==> src/rtl/bag_pkg.sv <==
package bag_pkg;
  typedef enum logic {
    ORD_LINEAR     = 1'b0,
    ORD_INTERLEAVE = 1'b1
  } burst_order_e;
endpackage

==> src/rtl/bag_burst_cnt.sv <==
module bag_burst_cnt #(
  parameter int CNT_W = 2
) (
  input  logic             clk,
  input  logic             rst,
  input  logic             load,
  input  logic             step,
  output logic [CNT_W-1:0] cnt_d
);
  logic [CNT_W-1:0] cnt_q;

  always_comb begin
    cnt_d = cnt_q;
    if (load)      cnt_d = '0;
    else if (step) cnt_d = cnt_q + 1'b1;
  end

  always_ff @(posedge clk) begin
    if (rst) cnt_q <= '0;
    else     cnt_q <= cnt_d;
  end

  // a load restarts the count even when an advance is present
  p_cnt_restart_r8: assert property (@(posedge clk) disable iff (rst)
    load |=> (cnt_q == '0));
  // each advance moves the count by exactly one
  p_cnt_step_r4: assert property (@(posedge clk) disable iff (rst)
    (!load && step) |=> (cnt_q == $past(cnt_q) + 1'b1));
endmodule

==> src/rtl/bag_addr_reg.sv <==
module bag_addr_reg #(
  parameter int ADDR_W = 20
) (
  input  logic              clk,
  input  logic              rst,
  input  logic              load,
  input  logic [ADDR_W-1:0] start_addr,
  output logic [ADDR_W-1:0] base_q
);
  always_ff @(posedge clk) begin
    if (rst)       base_q <= '0;
    else if (load) base_q <= start_addr;
  end

  // the base only changes on a load
  p_base_hold_r7: assert property (@(posedge clk) disable iff (rst)
    !load |=> $stable(base_q));
endmodule

==> src/rtl/bag_order.sv <==
module bag_order
  import bag_pkg::*;
#(
  parameter int CNT_W = 2
) (
  input  burst_order_e     order,
  input  logic [CNT_W-1:0] base_lo,
  input  logic [CNT_W-1:0] cnt,
  output logic [CNT_W-1:0] addr_lo
);
  always_comb begin
    case (order)
      ORD_INTERLEAVE: addr_lo = base_lo ^ cnt;
      default:        addr_lo = base_lo + cnt;
    endcase
  end
endmodule

==> src/rtl/burst_addr_gen.sv <==
module burst_addr_gen
  import bag_pkg::*;
#(
  parameter int ADDR_W = 20,
  parameter int CNT_W  = 2
) (
  input  logic              clk,
  input  logic              rst,
  input  logic [ADDR_W-1:0] start_addr,
  input  logic              load_a_n,
  input  logic              load_b_n,
  input  logic              advance_n,
  input  logic              order_sel,
  output logic [ADDR_W-1:0] word_addr,
  output logic              burst_start
);
  localparam int HI_W = ADDR_W - CNT_W;

  logic              load;
  logic              step;
  logic [CNT_W-1:0]  cnt_d;
  logic [ADDR_W-1:0] base_q;
  logic [CNT_W-1:0]  lo_d;
  logic [ADDR_W-1:0] addr_d;
  burst_order_e      order;

  assign load  = ~load_a_n | ~load_b_n;
  assign step  = ~advance_n;
  assign order = burst_order_e'(order_sel);

  bag_addr_reg #(.ADDR_W(ADDR_W)) u_areg (
    .clk(clk), .rst(rst), .load(load), .start_addr(start_addr), .base_q(base_q)
  );

  bag_burst_cnt #(.CNT_W(CNT_W)) u_cnt (
    .clk(clk), .rst(rst), .load(load), .step(step), .cnt_d(cnt_d)
  );

  bag_order #(.CNT_W(CNT_W)) u_ord (
    .order(order), .base_lo(base_q[CNT_W-1:0]), .cnt(cnt_d), .addr_lo(lo_d)
  );

  always_comb begin
    if (load)      addr_d = start_addr;
    else if (step) addr_d = {base_q[ADDR_W-1:CNT_W], lo_d};
    else           addr_d = word_addr;
  end

  always_ff @(posedge clk) begin
    if (rst) begin
      word_addr   <= '0;
      burst_start <= 1'b0;
    end else begin
      word_addr   <= addr_d;
      burst_start <= load;
    end
  end

  p_load_r2: assert property (@(posedge clk) disable iff (rst)
    (!load_a_n || !load_b_n) |=> (word_addr == $past(start_addr)));
  p_start_r3: assert property (@(posedge clk) disable iff (rst)
    (load_a_n && load_b_n) |=> !burst_start);
  p_upper_r4: assert property (@(posedge clk) disable iff (rst)
    (load_a_n && load_b_n) |=> (word_addr[ADDR_W-1:CNT_W] == $past(word_addr[ADDR_W-1:CNT_W])));
  p_hold_r7: assert property (@(posedge clk) disable iff (rst)
    (load_a_n && load_b_n && advance_n) |=> $stable(word_addr));
  p_hi_w_ok: assert property (@(posedge clk) HI_W > 0);
endmodule

==> config.mk <==
export PLATFORM = sky130hd
export DESIGN_NAME = burst_addr_gen
export DESIGN_NICKNAME = d
export VERILOG_FILES = /design/src/rtl/bag_pkg.sv /design/src/rtl/bag_burst_cnt.sv /design/src/rtl/bag_addr_reg.sv /design/src/rtl/bag_order.sv /design/src/rtl/burst_addr_gen.sv
export SDC_FILE = /design/constraint.sdc
export NUM_CORES = 1
export LEC_CHECK = 0
export ABC_AREA = 1
export BUFFER_PORTS_ARGS = -buffer_cell sky130_fd_sc_hd__buf_2
export CORE_MARGIN = 2
export CORE_UTILIZATION = 53
export DETAILED_ROUTE_END_ITERATION = 8
export GPL_TIMING_DRIVEN = 0
export HOLD_SLACK_MARGIN = 0.06
export PLACE_DENSITY = 0.82
export RECOVER_POWER = 25
export SLEW_MARGIN = 20
export SYNTH_ARGS = -nofsm -noshare
export SYNTH_HDL_FRONTEND = slang
export SYNTH_SLANG_ARGS = --single-unit
==> constraint.sdc <==
create_clock -name clk -period 1.9 [get_ports clk]
set_input_delay 0.19 -clock clk [delete_from_list [all_inputs] [get_ports clk]]
set_output_delay 0.19 -clock clk [all_outputs]
set_load 0.005 [all_outputs]
==> flow_summary.toml <==
[worst_setup_path]
crit_type = "flop to flop"
crit_top_cell = "nand2_1"
reg2reg_from = "u_cnt.cnt_q[0]"
rrSetupSlack_ns = 0.49
crit_path_max_fanout = 4
endpoint_kind = "flop"
required_ns = 2.19
crit_path_start_kind = "flop"
path_cells = "inv_1, nor2_1, nor3_1, ha_1, nand2_1, nand2_1, nand2_1, inv_1, nand2_1, nand3_1, a21oi_1"
max_stage_delay_ns = 0.39
slowest_stage = "dfxtp_1"
crit_family = "simple AND/OR/NAND/NOR gates"
crit_buf_inv = 2
arrival_ns = 1.70
ff2ff_path_depth = 11
timing.rr.end = "word_addr[1]"

[floorplan]
core_area_mm2 = 0.00276
ioPinCount = 47
die_y_um = 58.0
rows = 19
start_util_pct = 56.1
die_area_mm2 = 0.00337
die_w_um = 58.0

[clock_network]
htree_levels = 2
cts_root_buffer = "clkbuf_4"
clock_latency_ns = 0.35
cts_tree = "built"
cts_made_buffers = 5
cts_setup_buffers = 0
cts_sinks = 43
clkTransAtPathRegs_ns = 0.12
cts_buffer_depth = 2

[yosys]
synth_area_mm2 = 0.00155
yosysSeqAreaShare_pct = 55.6
syn_nets = 196
synth_cell_types = 19
yosysWarningCount = 0
ys_ff_latch = 43
syn_inst = 169
syn_area_per_cell_um2 = 9.16

[cells_and_area]
final_util_pct = 69.3
mostFrequentLayoutCells = "buf_2, dfxtp_1, nor2_1"
nets = 250
fin_area_mm2 = 0.00191
final_common_cell = "buf_2"
layoutNonFillerInstCount = 255
drive_above_1_share_pct = 27.2
multi_input_area_um2 = 591
nFillCells = 238
syn_to_final_growth_pct = 23.4
seq_area_um2 = 861
num_antenna_cells = 0

[timing]
layout_setup_ws_ns = 0.491
rsz0062_at_grt = "false"
hold_slack_ns = 0.0913
slew_violations = 0
post-route-period-util_pct = 74.1
min_period_ns = 1.41
worst_pin_slew_ns = 0.480
max_slew_margin_pct = 68.0
tns_ns = 0
setup_viol = 0
max_freq_mhz = 710
finClkSkew_ns = 0.00411
hold_viol_final = 0

[power]
p_switching_mw = 0.413
clkPwrFrac_pct = 33.4
sw_frac_of_total_pct = 23.2
finalPower_mw = 1.78
pwr-share-comb_pct = 11.2
internal_power_mw = 1.37
power_leakage_nw = 0.975
seqPwrFrac_pct = 55.4
power_density_mw_per_mm2 = 932
peakVddDrop_mv = 0.842

[worst_hold_path]
hold_path_end = "u_areg.base_q[15]"
min_path_type = "primary input to flop"
min-delay-start = "start_addr[15]"
hold_depth = 3

[routing]
vias = 1311
route.detailed.drc = 0
avgRoutedWirePerCell_um = 12.5
antenna_left = 0
routed_wl_mm = 3.20
drtIter0Drc = 73
dr.pass1.iters = 4
viasPerCell = 5.14

[global_routing]
overflow = 0
grt_max_degree = 14
track_usage_pct = 20.8
grt_pass1_wl_mm = 5.20
first_global_vias = 1216
antenna_found_initial = 0

[placement]
portBuffers = 46
gp_congestion = 0.802
detailedPlace.worstSlack_ns = 0.365
dpl.cell_count = 246
place_hpwl_mm = 2.34
dpl_cell_area_mm2 = 0.00182

[flow_run]
drv_cap = 0

[outcome]
status = "finished clean"
-- worst register-to-register path: cells and delay by family, from the launching register on --
family | cells | cell delay [ns]
adder cells (fa/ha/maj) | 1 | 0.22
AND/OR/NAND/NOR | 7 | 0.54
flip-flops | 1 | 0.39
AO/OA/AOI/OAI | 1 | 0.11
buffers and inverters | 2 | 0.09
-- Yosys cell counts (all sizes together) --
master	number	area [µm²]
o22ai	1	6.26
o21ai	21	105
inv	9	33.8
nor2	22	82.6
nand3	3	15.0
buf	5	42.5
a21oi	21	105
nor3	1	5.00
ha	1	12.5
nor4	1	6.26
nand2	18	72.6
mux2i	18	180
dfxtp	43	861
clkbuf	5	20.0
-- logic make-up after synthesis --
kind of cell | Yosys count | share of synthesized area [%]
and+or+nand+nor | 45 | 11.7
AOI/OAI and AO/OA | 43 | 14.0
DFF | 43 | 55.6
buffers and inverters | 19 | 6.22
muxes | 18 | 11.6
adders and majority gates | 1 | 0.808
-- state kept, by name (all words and copies together), names as in the netlist --
signal / cells
word_addr: 20
burst_start: 1
u_areg.base_q: 20
u_cnt.cnt_q: 2
-- power groups by stage --
stage               combinational (mW)  clock [mW]  sequential [mW]
global placement                 0.196           0             1.00
finish                           0.200       0.595            0.986
global route                     0.226       0.636            0.992
floorplan                        0.111           0             1.01
CTS                              0.203       0.601            0.986
detailed placement               0.200           0             1.01
-- repair_timing --
item | in CTS | in global routing
hold buffers | 1 | 0
endpoints found under the hold margin | 1 | 0
gates resized for setup | 0 | 0
-- final cells by class --
cell class,instances,area share [%]
clock inverter,2,1.83
inverter,9,1.77
buffer,10,3.27
sequential,43,45.1
tap,31,2.03
clock buffer,6,2.69
timing repair buffer,47,12.4
multi-input combinational,107,30.9
-- worst max-delay path by stage --
stage | from | end | slack, ns | cells after the start
final | u_cnt.cnt_q[0] | word_addr[1] | 0.49 | 11
after CTS | u_cnt.cnt_q[0] | word_addr[1] | 0.48 | 11
after global placement | load_b_n | word_addr[1] | 0.44 | 12
after floorplan | load_b_n | word_addr[1] | 0.64 | 11
after global routing | u_cnt.cnt_q[0] | word_addr[1] | 0.33 | 11
after detailed placement | load_b_n | word_addr[1] | 0.36 | 11
-- per-layer routing --
metal / vias to the layer above / wire length (µm) / global-route usage, %
li1: 670 / - / -
met1: 598 / 1450 / 26.1
met3: 8 / 187 / 5.36
met5: - / 0 / 0
met2: 35 / 1490 / 33.0
met4: 0 / 76 / 11.0
No activity file was read; power rests on OpenSTA's default activity.
